==> src/rtl/dma_rx_pkg.sv <==
package dma_rx_pkg;
    localparam logic [4:0] OFS_ADDR = 5'h04;
    localparam logic [4:0] OFS_LEN  = 5'h08;
    localparam logic [4:0] OFS_CTRL = 5'h0C;
    localparam int unsigned CTL_GO  = 0;
    localparam int unsigned CTL_DMA = 1;
    localparam logic [1:0]  DIR_RX  = 2'b00;
endpackage

==> src/rtl/dma_rx_buf.sv <==
module dma_rx_buf #(
    parameter int unsigned WORDS = 8
) (
    input  logic                     clk,
    input  logic                     rst_n,
    input  logic                     enable,
    input  logic                     in_valid,
    input  logic [7:0]               in_data,
    output logic                     in_ready,
    input  logic                     out_ack,
    output logic                     out_valid,
    output logic [31:0]              out_word,
    output logic [$clog2(WORDS)-1:0] out_idx,
    output logic                     out_last
);
    localparam int unsigned NBYTES = WORDS * 4;
    localparam int unsigned CW     = $clog2(NBYTES);
    localparam int unsigned IW     = $clog2(WORDS);

    typedef struct packed {
        logic [WORDS-1:0][31:0] words;
        logic [CW-1:0]          fill;
        logic                   full;
        logic [IW-1:0]          drain;
    } buf_t;

    buf_t buf_d, buf_q;
    logic [1:0] lane_r;

    always_comb begin
        buf_d    = buf_q;
        in_ready = enable && !buf_q.full;
        lane_r   = 2'd3 - buf_q.fill[1:0];
        if (in_valid && in_ready) begin
            buf_d.words[buf_q.fill[CW-1:2]][{lane_r, 3'b000} +: 8] = in_data;
            buf_d.fill = buf_q.fill + 1'b1;
            if (buf_q.fill == CW'(NBYTES - 1)) buf_d.full = 1'b1;
        end
        if (out_ack && buf_q.full) begin
            if (buf_q.drain == IW'(WORDS - 1)) begin
                buf_d.drain = '0;
                buf_d.full  = 1'b0;
            end else begin
                buf_d.drain = buf_q.drain + 1'b1;
            end
        end
        if (!enable) begin
            buf_d.fill  = '0;
            buf_d.full  = 1'b0;
            buf_d.drain = '0;
        end
    end

    always_ff @(posedge clk or negedge rst_n) begin
        if (!rst_n) buf_q <= '0;
        else        buf_q <= buf_d;
    end

    assign out_valid = buf_q.full;
    assign out_word  = buf_q.words[buf_q.drain];
    assign out_idx   = buf_q.drain;
    assign out_last  = (buf_q.drain == IW'(WORDS - 1));

    assert_full_after_last_byte_R9: assert property (@(posedge clk) disable iff (!rst_n)
        (enable && in_valid && in_ready && buf_q.fill == CW'(NBYTES - 1)) |=> out_valid);
endmodule

==> src/rtl/dma_rx_ctrl.sv <==
module dma_rx_ctrl
    import dma_rx_pkg::*;
#(
    parameter int unsigned AW    = 32,
    parameter int unsigned LW    = 16,
    parameter int unsigned BURST = 32
) (
    input  logic          clk,
    input  logic          rst_n,
    input  logic          cfg_we,
    input  logic [4:0]    cfg_addr,
    input  logic [31:0]   cfg_wdata,
    input  logic          burst_done,
    output logic          busy,
    output logic          err,
    output logic [AW-1:0] cur_addr
);
    localparam int unsigned OW = $clog2(BURST);

    typedef struct packed {
        logic [AW-1:0] base;
        logic [LW-1:0] len;
        logic [AW-1:0] cur;
        logic [LW-1:0] rem;
        logic          go;
        logic          err;
    } ctl_t;

    ctl_t ctl_d, ctl_q;
    logic req_rx, ok_cfg;
    logic unused_cfg;
    assign unused_cfg = ^cfg_wdata;

    always_comb begin
        ctl_d  = ctl_q;
        req_rx = cfg_wdata[CTL_GO] && cfg_wdata[CTL_DMA] && (cfg_wdata[3:2] == DIR_RX);
        ok_cfg = (ctl_q.base[OW-1:0] == '0) && (ctl_q.len[OW-1:0] == '0) && (ctl_q.len != '0);
        if (cfg_we && !ctl_q.go) begin
            unique case (cfg_addr)
                OFS_ADDR: ctl_d.base = cfg_wdata[AW-1:0];
                OFS_LEN:  ctl_d.len  = cfg_wdata[LW-1:0];
                OFS_CTRL: if (req_rx) begin
                    if (ok_cfg) begin
                        ctl_d.go  = 1'b1;
                        ctl_d.err = 1'b0;
                        ctl_d.cur = ctl_q.base;
                        ctl_d.rem = ctl_q.len;
                    end else begin
                        ctl_d.err = 1'b1;
                    end
                end
                default: ;
            endcase
        end
        if (ctl_q.go && burst_done) begin
            ctl_d.cur = ctl_q.cur + AW'(BURST);
            ctl_d.rem = ctl_q.rem - LW'(BURST);
            if (ctl_q.rem == LW'(BURST)) ctl_d.go = 1'b0;
        end
    end

    always_ff @(posedge clk or negedge rst_n) begin
        if (!rst_n) ctl_q <= '0;
        else        ctl_q <= ctl_d;
    end

    assign busy     = ctl_q.go;
    assign err      = ctl_q.err;
    assign cur_addr = ctl_q.cur;

    assert_done_on_last_burst_R2: assert property (@(posedge clk) disable iff (!rst_n)
        $fell(ctl_q.go) |-> $past(burst_done));
    assert_running_aligned_R4: assert property (@(posedge clk) disable iff (!rst_n)
        ctl_q.go |-> (ctl_q.cur[OW-1:0] == '0 && ctl_q.rem != '0));
    assert_error_never_starts_R5: assert property (@(posedge clk) disable iff (!rst_n)
        $rose(ctl_q.err) |-> !ctl_q.go);
endmodule

==> src/rtl/dma_rx_engine.sv <==
module dma_rx_engine #(
    parameter int unsigned AW    = 32,
    parameter int unsigned LW    = 16,
    parameter int unsigned BURST = 32
) (
    input  logic          clk,
    input  logic          rst_n,
    input  logic          cfg_we,
    input  logic [4:0]    cfg_addr,
    input  logic [31:0]   cfg_wdata,
    output logic          xfer_busy,
    output logic          xfer_err,
    input  logic          ser_valid,
    input  logic [7:0]    ser_data,
    output logic          ser_ready,
    output logic          mem_valid,
    output logic [AW-1:0] mem_addr,
    output logic [31:0]   mem_data,
    input  logic          mem_ready
);
    localparam int unsigned WORDS = BURST / 4;
    localparam int unsigned IW    = $clog2(WORDS);

    logic          pend, last, ack, burst_done;
    logic [IW-1:0] idx;
    logic [AW-1:0] cur;

    dma_rx_ctrl #(.AW(AW), .LW(LW), .BURST(BURST)) u_ctrl (
        .clk(clk), .rst_n(rst_n), .cfg_we(cfg_we), .cfg_addr(cfg_addr),
        .cfg_wdata(cfg_wdata), .burst_done(burst_done),
        .busy(xfer_busy), .err(xfer_err), .cur_addr(cur)
    );

    dma_rx_buf #(.WORDS(WORDS)) u_buf (
        .clk(clk), .rst_n(rst_n), .enable(xfer_busy),
        .in_valid(ser_valid), .in_data(ser_data), .in_ready(ser_ready),
        .out_ack(ack), .out_valid(pend), .out_word(mem_data),
        .out_idx(idx), .out_last(last)
    );

    assign mem_valid  = xfer_busy && pend;
    assign ack        = mem_valid && mem_ready;
    assign burst_done = ack && last;
    assign mem_addr   = cur + (AW'(idx) << 2);

    assert_stall_while_pending_R9: assert property (@(posedge clk) disable iff (!rst_n)
        mem_valid |-> !ser_ready);
    assert_hold_until_ready_R10: assert property (@(posedge clk) disable iff (!rst_n)
        (mem_valid && !mem_ready) |=> (mem_valid && $stable(mem_addr) && $stable(mem_data)));
endmodule

==> config.mk <==
export PLATFORM = sky130hd
export DESIGN_NAME = dma_rx_engine
export DESIGN_NICKNAME = d
export VERILOG_FILES = /design/src/rtl/dma_rx_pkg.sv /design/src/rtl/dma_rx_buf.sv /design/src/rtl/dma_rx_ctrl.sv /design/src/rtl/dma_rx_engine.sv
export SDC_FILE = /design/constraint.sdc
export NUM_CORES = 1
export LEC_CHECK = 0
export BUFFER_PORTS_ARGS = -buffer_cell sky130_fd_sc_hd__buf_2
export CORE_MARGIN = 2
export CORE_UTILIZATION = 55
export CTS_CLUSTER_DIAMETER = 200
export CTS_CLUSTER_SIZE = 16
export DETAILED_ROUTE_END_ITERATION = 12
export PLACE_DENSITY_LB_ADDON = 0.2
export SETUP_SLACK_MARGIN = 0.2
export SLEW_MARGIN = 15
export SYNTH_ARGS = -nofsm -noshare
export SYNTH_HDL_FRONTEND = slang
export SYNTH_HIERARCHICAL = 1
export SYNTH_SLANG_ARGS = --single-unit
==> constraint.sdc <==
create_clock -name clk -period 2.36 [get_ports clk]
set_clock_uncertainty 0.05 [all_clocks]
set_input_delay 0.59 -clock clk [delete_from_list [all_inputs] [get_ports clk]]
set_output_delay 0.59 -clock clk [all_outputs]
set_load 0.1 [all_outputs]
==> metrics.txt, run 1 <==
count of routing violations after the opening detailed-route iteration slightly above 900; Die Span X about 180 um; number of global-route vias before repair 12.3k; number of synthesis warnings 6; VDD IR max ~0.7 mV; routed via count divided by cell count 6.00; global-route wire length before repair 68100 um; number of max-capacitance violations reported 0; data required time at the worst endpoint ~1700 ps; detailed-route wire length per cell ~22 um; maximum number of pins on one net before global-route repair 56; number of antenna violations at the first check in global routing 1; end-of-flow core utilization 71.1%; Max Clk Rate roughly 310 MHz; Rel. slew slack just under 60%; signal arrival time at the worst endpoint between 2000 and 3000 ps; Std-Cell Rows 66; number of buffers created by CTS 26; synthesis-stage register bit count 363; maximum clock path buffer count 3; Setup WS post-layout -851 ps; clock slew at reported path FFs 70 ps; aggregate routed wire length about 43000 um; ANT nets after route 0; area of the mapped netlist 17900 um2; failing checks setup timing; buffers added on ports between 100 and 150; kind of critical path register to output pin; TritonRoute pass-1 iters 6; Critical Path Start Type register; hold crit path type primary input to register; Slew Viols, Final 0; Synth async-reset ratio 100%; register area about 9100 um2; number of flops mapped to enable cells by yosys 0; Worst Reg2Reg Path Length in Cells 14; detailed placer's ending HPWL 27900 um; Final Critical Period around 3200 ps; Post-Synthesis Net Count 1378; multi-input combinational cell area 9340 um2; layout net count 1561; total overflow reported by the global router 0; Synth cell types 75; proportion of synthesized chip area in sequential cells 50.8%; Chip Height around 180 um; Hold Violations, Final 0; post-synthesis instance total 1315; run status finished with violations; fillcell total 2063; total vias in the final route roughly 12k; TritonCTS clock tree built; nature of the critical path endpoint output pin; initial core utilization 55.4%; leakage power figure approximately 11 nW; total track usage 25.8%; slew at the pin closest to its max-slew limit 609 ps; P&R area growth vs syn 28.4%; die area 34000 um2; Cell Pwr Density roughly 500 nW/um2; number of placed I/O pins 118; antenna cell count 0; mean post-synth cell area about 14 um2; Cells on Worst Hold Path 2; ys flop type sky130_fd_sc_hd__dfrtp_1; area of the core 32300 um2; Root Driver sky130_fd_sc_hd__clkbuf_16; Post-route DRC 0; H-tree levels 1; layout cell share with drive strength beyond 1 a little under three fifths; Final setup violation count 100; number of sinks handled by clock tree synthesis 363; peak fanout along the critical path 12; total power 11.5 mW; setup repair after global routing missed its margin true; Clock Latency Late Sink 540 ps; weighted congestion reported at the end of routability-driven placement roughly 0.9; post-route clock period utilization 136%
path summary, 6_finish.rpt:
path / startpoint / endpoint / slack, ps
max in group asynchronous: rst_n / u_buf/out_idx[0] / 1070
min: cfg_wdata[24] / u_ctrl/ctl_q[90] / 230
max: u_buf/out_idx[0] / mem_addr[22] / -850
min in group asynchronous: rst_n / u_buf/buf_q[43] / 530
max reg2reg: u_buf/out_idx[0] / u_ctrl/cur_addr[20] / -260
min reg2reg: u_ctrl/ctl_q[5] / u_ctrl/ctl_q[5] / 430
Yosys cell counts, drive strengths merged (4+ instances only):
library cell / number / area (um2)
nand4: 11 / 90.1
and3: 10 / 62.6
nor3b: 6 / 60.1
nor2: 55 / 246
nor3: 19 / 111
clkbuf: 51 / 193
buf: 65 / 460
mux2i: 6 / 60.1
mux2: 336 / 3780
o211ai: 6 / 45.0
nand3: 43 / 215
ha: 12 / 150
and2: 43 / 269
a221o: 4 / 40.0
nand4b: 8 / 115
and4: 4 / 35.0
xnor2: 24 / 210
or3: 5 / 31.3
inv: 20 / 75.1
and4b: 7 / 70.1
nor4: 7 / 65.1
a211oi: 9 / 82.6
dfrtp: 363 / 9080
a21oi: 16 / 83.8
xor2: 7 / 61.3
mux4: 64 / 1440
or4: 8 / 60.1
nand3b: 7 / 52.6
a311oi: 6 / 58.8
o21ai: 8 / 40.0
nand2: 46 / 195
report_power, final:
group	internal [mW]	leakage [nW]	switching, mW	total, mW
logic	0.369	5.38	0.504	0.873
registers	6.40	4.98	0.127	6.53
clock network	2.03	0.335	2.04	4.07
total	8.80	10.7	2.67	11.5
flip-flops by register name, indices dropped and copies added, names as in the netlist:
signal and count:
u_ctrl/err 1, u_buf/out_idx 3, u_buf/out_valid 1, u_ctrl/busy 1
u_ctrl/cur_addr 32, u_buf/buf_q 261, u_ctrl/ctl_q 64
metal layers:
layer / part of all wire, % / track usage [%] / vias to the layer above
li1: - / - / 5154
met1: 43 / 35.0 / 6098
met2: 50 / 44.4 / 327
met3: 5.0 / 3.44 / 68
met4: 1.9 / 6.02 / 2
met5: 0.026 / 0 / -
final cells by class:
class                   instances  share of cell area, %
clock inverters                 1                 0.0327
flip-flops and latches        363                   39.6
repair buffers                270                   13.9
clock buffers                  29                   2.98
inverters                      21                  0.365
multi-input cells             816                   40.7
well taps                     442                   2.41
worst max-delay path, stage by stage, from the launching register on:
cell and delay (ps):
sky130_fd_sc_hd__dfrtp_4 440, sky130_fd_sc_hd__ha_4 140, sky130_fd_sc_hd__inv_2 40, sky130_fd_sc_hd__fa_2 350
sky130_fd_sc_hd__nand2b_4 160, sky130_fd_sc_hd__a21oi_4 140, sky130_fd_sc_hd__buf_12 150, sky130_fd_sc_hd__nand4_1 190
sky130_fd_sc_hd__xnor2_4 230, sky130_fd_sc_hd__buf_12 190
metrics by stage:
stage | hold WS (ps) | std cells | setup WS, ps | TNS [ps] | area [um2]
after floorplan | 244 | 1315 | -597 | -12370 | 18700
after global routing | 207 | 1942 | -978 | -58040 | 23000
final | 226 | 1942 | -851 | -50480 | 23000
after CTS | 210 | 1929 | -852 | -45320 | 22500
after detailed placement | 414 | 1872 | -304 | -13420 | 20600
after global placement | 413 | 1872 | -270 | -11700 | 20600
cells by family after synthesis:
kind of cell / count (synthesis) / share of synthesized area (%)
DFF: 363 / 50.8
buffers and inverters: 137 / 4.09
muxes: 406 / 29.6
xor gates and xnor gates: 31 / 1.52
and+or+nand+nor: 288 / 9.83
adders and majority gates: 13 / 0.951
AOI/OAI and AO/OA: 77 / 3.27
repair_timing:
item                                    CTS  global route
hold endpoints to repair                 44             0
resized for setup                       210            85
gates cloned                              5             2
hold buffers                              1             0
pin swaps                                45            28
setup buffers                            21            11
endpoints found under the setup margin  159           212
cells in the final DEF, fill, tap and decap left out, drive strengths merged, types with 11 or more instances in the layout:
| cell type | n |
|---|---|
| nand4 | 11 |
| mux4 | 64 |
| buf | 267 |
| nand3 | 43 |
| nor2 | 55 |
| ha | 12 |
| and2 | 44 |
| nor3 | 19 |
| dfrtp | 363 |
| clkbuf | 31 |
| nand2 | 46 |
| mux2 | 336 |
| inv | 19 |
| a21oi | 16 |
| xnor2 | 24 |
No activity file was read; power rests on OpenSTA's default activity.
==> run 2, diff against run 1 <==
--- a/config.mk
+++ b/config.mk
@@ -16,5 +16,5 @@
 export SLEW_MARGIN = 15
 export SYNTH_ARGS = -nofsm -noshare
 export SYNTH_HDL_FRONTEND = slang
-export SYNTH_HIERARCHICAL = 1
 export SYNTH_SLANG_ARGS = --single-unit
+export TNS_END_PERCENT = 20
==> run 2 against run 1 <==
Net effect: the flow still finishes with violations (setup timing); synthesized area decreased by 4.4%; combinational power decreased by 11%; critical path depth decreased by 2; flip-flop and latch count is the same; wire length decreased by 0.84%; sequential share of layout area is 1.7 points higher; power fell by 0.58%; via count is 5.2% higher; clock-buffer cell count increased by 1; hold slack worse by 1.3 ps; global-route usage is essentially flat; non-clock buffer count fell by 15; largest cell class is now flip-flops and latches; largest power group unchanged; highest routed layer is now met4.
==> metrics.txt, run 2 <==
routed via count divided by cell count 5.97 (was 6.00); number of global-route vias before repair 12.7k (was 12.3k); Synth cell types 56 (was 75); kind of critical path register to output pin (unchanged); total placed instance area 20200 um2 (was 20600 um2); number of antenna violations at the first check in global routing 1 (unchanged); most common library cell in the layout ignoring fill and taps sky130_fd_sc_hd__dfrtp_1 (unchanged); Critical Path Start Type register (unchanged); detailed-route wire length per cell 20.8 um (was 22.2 um); clock slew at reported path FFs 70 ps (about the same); number of flops mapped to enable cells by yosys 0 (unchanged); hold crit path type primary input to register (unchanged); top post-synthesis cells by area sky130_fd_sc_hd__dfrtp_1 (53%), sky130_fd_sc_hd__mux2_2 (13%), sky130_fd_sc_hd__mux4_2 (8.4%), sky130_fd_sc_hd__nand2_1 (5.3%), sky130_fd_sc_hd__o21ai_0 (4.5%) (was sky130_fd_sc_hd__dfrtp_1 (51%), sky130_fd_sc_hd__mux2_2 (20%), sky130_fd_sc_hd__mux4_2 (8.1%), sky130_fd_sc_hd__buf_4 (1.7%), sky130_fd_sc_hd__mux2_1 (1.5%)); slew at the pin closest to its max-slew limit 712 ps (was 609 ps); Die Span X 180 um (was 184 um); layout net count 1716 (was 1561); maximum number of pins on one net before global-route repair 62 (was 56); area share of the leading cell type in the synthesized netlist 53.1% (was 50.8%); multi-input combinational cell area 8690 um2 (was 9340 um2); Post-route DRC 0 (unchanged); post-synthesis instance total 1455 (was 1315); detailed placer's ending HPWL 27700 um (was 27900 um); die area 32500 um2 (was 34000 um2); TritonCTS clock tree built (unchanged); Clock Latency Late Sink 540 ps (about the same); TritonRoute pass-1 iters 5 (was 6); register ranked first by flip-flop count u_buf.buf_q (was u_buf/buf_q); fillcell total 2076 (was 2063); post-route clock period utilization 134% (was 136%); Root Driver sky130_fd_sc_hd__clkbuf_16 (unchanged); peak fanout along the critical path 8 (was 12); number of max-capacitance violations reported 0 (unchanged); number of placed I/O pins 118 (unchanged); total vias in the final route 12.3k (was 11.6k); Cell Pwr Density 518 nW/um2 (was 500 nW/um2); flip-flop count of the largest register after layout 261 (unchanged); Max Clk Rate 317 MHz (was 311 MHz); number of buffers created by CTS 26 (unchanged); Worst path most repeated cell sky130_fd_sc_hd__buf_12 (unchanged); Hold Violations, Final 0 (unchanged); mean post-synth cell area 11.8 um2 (was 13.6 um2); ys flop type sky130_fd_sc_hd__dfrtp_1 (unchanged); post-route cell area 22000 um2 (was 23000 um2); count of routing violations after the opening detailed-route iteration 768 (was 905); commonest cells in the netlist sky130_fd_sc_hd__dfrtp_1 (363), sky130_fd_sc_hd__nand2_1 (243), sky130_fd_sc_hd__mux2_2 (191) (was sky130_fd_sc_hd__dfrtp_1 (363), sky130_fd_sc_hd__mux2_2 (312), sky130_fd_sc_hd__mux4_2 (64)); Chip Height 180 um (was 184 um); layout cell share with drive strength beyond 1 39.9% (was 55.9%); initial core utilization 55.9% (was 55.4%); global-route wire length before repair 67600 um (was 68100 um); P&R area growth vs syn 28.8% (was 28.4%); run status finished with violations (unchanged); leakage power figure 9.97 nW (was 10.7 nW); area of the mapped netlist 17100 um2 (was 17900 um2); critical path, cell by cell ha_4 > nand3_4 > or4_4 > buf_12 > nor4_4 > xor2_4 > buf_12 (was ha_4 > inv_2 > fa_2 > nand2b_4 > a21oi_4 > buf_12 > nand4_1 > xnor2_4 > buf_12); most used cells in the layout excluding fill and tap cells sky130_fd_sc_hd__dfrtp_1 (356), sky130_fd_sc_hd__nand2_1 (232), sky130_fd_sc_hd__mux2_2 (163) (was sky130_fd_sc_hd__dfrtp_1 (358), sky130_fd_sc_hd__mux2_2 (280), sky130_fd_sc_hd__buf_4 (97)); register area 9100 um2 (was 9090 um2); Setup WS post-layout -792 ps (was -851 ps); Post-Synthesis Net Count 1518 (was 1378); H-tree levels 1 (unchanged); area of the core 30600 um2 (was 32300 um2); nature of the critical path endpoint output pin (unchanged); Rel. slew slack 52.4% (was 59.2%); Synth async-reset ratio 100% (unchanged); ANT nets after route 0 (unchanged); weighted congestion reported at the end of routability-driven placement 0.839 (was 0.898); aggregate routed wire length 42700 um (was 43100 um); synthesis-stage register bit count 363 (unchanged); Final setup violation count 72 (was 100); cell with the most instances after synthesis sky130_fd_sc_hd__dfrtp_1 (unchanged); Crit-path slowest cell sky130_fd_sc_hd__or4_4 (was sky130_fd_sc_hd__dfrtp_4); failing checks setup timing (unchanged); maximum clock path buffer count 3 (unchanged); Final Critical Period 3150 ps (was 3210 ps); largest stage delay on the critical path 550 ps (was 440 ps); signal arrival time at the worst endpoint 2510 ps (was 2570 ps); Slew Viols, Final 0 (unchanged); total track usage 25.8% (about the same); VDD IR max 0.506 mV (was 0.691 mV); post-route setup TNS -43370 ps (was -50480 ps); Std-Cell Rows 64 (was 66); data required time at the worst endpoint 1720 ps (about the same); setup repair after global routing missed its margin true (unchanged); buffers added on ports 117 (unchanged); dominant cell type by area after synthesis sky130_fd_sc_hd__dfrtp_1 (unchanged); Setup Slack @ Placement -384 ps (was -304 ps); total overflow reported by the global router 0 (unchanged); proportion of synthesized chip area in sequential cells 53.1% (was 50.8%); number of sinks handled by clock tree synthesis 363 (unchanged); number of synthesis warnings 0 (was 6)
run 2: cell count changes after synthesis, sizes merged, moves of 6 or more:
cell / delta
nor4: +9
and4b: -7
o21ai: +145
clkbuf: +7
and2: +7
nand2: +197
xnor2: -7
xor2: +6
a311oi: -6
nor2: -12
buf: -38
nand4b: -6
o211ai: +8
mux2: -144
run 2: cell families after synthesis:
| logic type | synth area share (%) |
|---|---|
| adder cells (fa/ha/maj) | 0.995 |
| multiplexers | 21.4 |
| AO/OA/AOI/OAI | 7.37 |
| AND/OR/NAND/NOR | 13.2 |
| flip-flops | 53.1 |
| buffers and inverters | 2.39 |
| XOR/XNOR | 1.54 |
run 2: worst paths after layout:
kind | startpoint | end | slack (ps) | cells after the start
max | u_ctrl.cur_addr[6] | mem_addr[29] | -790 | 7
min reg2reg | u_buf.buf_q[74] | u_buf.buf_q[74] | 430 | 2
min in group asynchronous | rst_n | u_buf.buf_q[203] | 530 | 2
min | cfg_wdata[31] | u_ctrl.ctl_q[97] | 230 | 2
max reg2reg | u_buf.out_idx[0] | u_ctrl.ctl_q[13] | -290 | 12
max in group asynchronous | rst_n | u_buf.buf_q[53] | 1000 | 3
run 2: final cells by class:
type                    instances  area share [%]
well taps                     396            2.25
clock buffers                  30            3.12
flip-flops and latches        363            41.3
inverters                      15           0.284
clock inverters                 1          0.0341
diodes                          1          0.0114
repair buffers                255            13.5
multi-input cells             992            39.5
run 2: power breakdown:
| part | total [mW] | switching [mW] | internal (mW) |
|---|---|---|---|
| combinational | 0.776 | 0.465 | 0.312 |
| sequential | 6.52 | 0.126 | 6.40 |
| clock | 4.10 | 2.07 | 2.04 |
| total | 11.4 | 2.66 | 8.75 |
run 2: worst max-delay path: cells and delay by family (launching register included):
family                     cells  cell delay, ps
xor gates and xnor gates       1             190
adders and majority gates      1             150
buffers and inverters          2             370
DFF                            1             400
and+or+nand+nor                3             870
run 2: stage by stage:
stage                     utilization (%)  cells  hold WS (ps)  power [mW]
final                                72.0   2053           225        11.4
after global routing                 72.0   2052           211        11.8
after CTS                            69.1   2035           207        11.4
after detailed placement             66.0   2002           415        7.36
after global placement               66.0   2002           406        7.34
after floorplan                         -   1455           244        7.01
run 2: metal layers:
metal  GRT usage (%)  share of wire (%)  vias up
li1                -                  -     5582
met1            35.0                 42     6312
met2            44.4                 51      306
met3            3.82                5.0       51
met4            5.58                1.7        0
met5               0                  0        -
run 2: repair_timing:
action,in CTS,in global routing
setup endpoints to repair,113,196
pin swaps,17,30
hold buffers,1,0
gates resized for setup,69,152
buffers inserted,1,11
gates cloned,0,6
hold endpoints to repair,40,0
==> run 3, diff against run 2 <==
--- a/config.mk
+++ b/config.mk
@@ -7,10 +7,11 @@
 export LEC_CHECK = 0
 export BUFFER_PORTS_ARGS = -buffer_cell sky130_fd_sc_hd__buf_2
 export CORE_MARGIN = 2
-export CORE_UTILIZATION = 55
+export CORE_UTILIZATION = 53
 export CTS_CLUSTER_DIAMETER = 200
 export CTS_CLUSTER_SIZE = 16
 export DETAILED_ROUTE_END_ITERATION = 12
+export HOLD_SLACK_MARGIN = 0.02
 export PLACE_DENSITY_LB_ADDON = 0.2
 export SETUP_SLACK_MARGIN = 0.2
 export SLEW_MARGIN = 15
==> run 3 against run 2 <==
Net effect: the run still ends with setup timing left; critical path depth shrank 2; sequential share of layout area decreased by 0.62 points; sequential power barely moved; clock-buffer cell count shrank 1; setup slack got worse by 32 ps; wire length is 2.1% higher; power increased by 0.13%; critical endpoint is now mem_addr[31].
==> metrics.txt, run 3 (synthesis gave the netlist of run 2 again) <==
run status finished with violations (unchanged); failing checks setup timing (unchanged); slew at the pin closest to its max-slew limit 701 ps (was 712 ps); total overflow reported by the global router 0 (unchanged); Reg2Reg Capture Point u_ctrl.ctl_q[13] (unchanged); kind of critical path register to output pin (unchanged); nature of the critical path endpoint output pin (unchanged); P&R area growth vs syn 30.8% (was 28.8%); Max Clk Rate 314 MHz (was 317 MHz); detailed-route wire length per cell 20.9 um (was 20.8 um); setup repair after global routing missed its margin true (unchanged); Rel. slew slack 53.2% (was 52.4%); H-tree levels 1 (unchanged); peak fanout along the critical path 7 (was 8); total track usage 26.1% (was 25.8%); area of the core 31600 um2 (was 30600 um2); total power 11.4 mW (about the same); maximum number of pins on one net before global-route repair 76 (was 62); largest stage delay on the critical path 640 ps (was 550 ps); number of global-route vias before repair 12.7k (about the same); flip-flop count of the largest register after layout 261 (unchanged); final cell count without fillers 2082 (was 2053); aggregate routed wire length 43600 um (was 42700 um); Critical Path Start Type register (unchanged); Root Driver sky130_fd_sc_hd__clkbuf_16 (unchanged); post-route setup TNS -46670 ps (was -43370 ps); count of routing violations after the opening detailed-route iteration 775 (was 768); signal arrival time at the worst endpoint 2540 ps (was 2510 ps); number of buffers created by CTS 26 (unchanged); layout net count 1741 (was 1716); initial core utilization 54.0% (was 55.9%); most used cells in the layout excluding fill and tap cells sky130_fd_sc_hd__dfrtp_1 (352), sky130_fd_sc_hd__nand2_1 (234), sky130_fd_sc_hd__mux2_2 (163) (was sky130_fd_sc_hd__dfrtp_1 (356), sky130_fd_sc_hd__nand2_1 (232), sky130_fd_sc_hd__mux2_2 (163)); Cells on Worst Hold Path 2 (unchanged); register ranked first by flip-flop count u_buf.buf_q (unchanged); number of antenna violations at the first check in global routing 1 (unchanged); Crit-path slowest cell sky130_fd_sc_hd__or4_4 (unchanged); buffers added on ports 117 (unchanged); die area 33700 um2 (was 32500 um2); total vias in the final route 12.3k (about the same); TritonCTS clock tree built (unchanged); Hold Crit Start cfg_wdata[28] (was cfg_wdata[31]); critical path, cell by cell nand4_1 > or4_4 > nor4_4 > xor2_4 > buf_12 (was ha_4 > nand3_4 > or4_4 > buf_12 > nor4_4 > xor2_4 > buf_12); Final Critical Period 3180 ps (was 3150 ps); Hold Path End u_ctrl.ctl_q[94] (was u_ctrl.ctl_q[97]); global-route wire length before repair 69300 um (was 67600 um); Slew Viols, Final 0 (unchanged); maximum clock path buffer count 3 (unchanged); fillcell total 2131 (was 2076); leakage power figure 10.1 nW (was 9.97 nW); Chip Height 184 um (was 180 um); antenna cell count 0 (was 1); hold crit path type primary input to register (unchanged); Post-route DRC 0 (unchanged); Hold Violations, Final 0 (unchanged); Cell Pwr Density 511 nW/um2 (was 518 nW/um2); ANT nets after route 0 (unchanged); VDD IR max 0.551 mV (was 0.506 mV); Die Span X 184 um (was 180 um); routed via count divided by cell count 5.92 (was 5.97); number of sinks handled by clock tree synthesis 363 (unchanged); Placed Cells 2022 (was 2002); Std-Cell Rows 65 (was 64); Clock Latency Late Sink 550 ps (was 540 ps); cell family contributing the most delay on the critical path simple AND/OR/NAND/NOR gates (unchanged); Final setup violation count 80 (was 72); Worst Reg2Reg Path Length in Cells 13 (was 12); weighted congestion reported at the end of routability-driven placement 0.868 (was 0.839); register-to-register setup slack -410 ps (was -290 ps); layout cell share with drive strength beyond 1 41.6% (was 39.9%); most common library cell in the layout ignoring fill and taps sky130_fd_sc_hd__dfrtp_1 (unchanged); depth of the critical timing path with buffers and inverters included 5 (was 7); post-route clock period utilization 135% (was 134%); total placed instance area 20300 um2 (was 20200 um2); Setup WS post-layout -824 ps (was -792 ps); source of the worst register-to-register timing path u_buf.out_idx[0] (unchanged); clock slew at reported path FFs 80 ps (was 70 ps); data required time at the worst endpoint 1720 ps (about the same); TritonRoute pass-1 iters 5 (unchanged); post-route cell area 22400 um2 (was 22000 um2); detailed placer's ending HPWL 27600 um (was 27700 um); critical path buffer and inverter count 1 (was 2); number of placed I/O pins 118 (unchanged); number of max-capacitance violations reported 0 (unchanged)
[run 3: metrics by stage]
step	utilization (%)	worst slack [ps]	hold slack (ps)
floorplan	-	-636	244
global placement	64.2	-352	406
detailed placement	64.2	-375	416
CTS	69.5	-845	190
global route	70.7	-891	212
finish	70.7	-824	212
[run 3: report_power, final]
group | internal (mW) | total, mW | switching [mW]
Sequential | 6.40 | 6.53 | 0.131
Clock | 2.03 | 4.12 | 2.09
Combinational | 0.310 | 0.771 | 0.461
[run 3: what timing repair did]
item,CTS,global route
endpoints found under the hold margin,24,0
resized for setup,204,56
gates cloned,5,2
setup endpoints to repair,139,172
hold buffers,1,0
pin swaps,37,56
buffers inserted,7,15
[run 3: area by class of cell]
class	count	area [um2]	area share [%]
timing repair buffer	280	3270	14.6
multi-input combinational	992	8740	39.1
clock buffer	29	683	3.05
tap	402	503	2.25
sequential	363	9100	40.7
clock inverter	1	7.51	0.0336
inverter	15	65.1	0.291
[run 3: how the worst max path moves through the flow]
| stage | to | slack (ps) | start |
|---|---|---|---|
| after global routing | mem_addr[30] | -890 | u_ctrl.cur_addr[13] |
| after CTS | mem_addr[31] | -840 | u_ctrl.cur_addr[6] |
| after global placement | mem_addr[26] | -350 | u_buf.out_idx[0] |
| after detailed placement | mem_addr[24] | -380 | u_buf.out_idx[0] |
| after floorplan | mem_addr[18] | -640 | u_ctrl.cur_addr[7] |
| final | mem_addr[31] | -820 | u_ctrl.cur_addr[9] |
[run 3: per-layer routing]
| layer | track usage (%) | vias up | share of wire (%) |
|---|---|---|---|
| met4 | 7.30 | 2 | 2.4 |
| met2 | 43.6 | 339 | 50 |
| li1 | - | 5631 | - |
| met3 | 3.51 | 68 | 4.6 |
| met1 | 36.2 | 6294 | 43 |
| met5 | 0 | - | 0.030 |
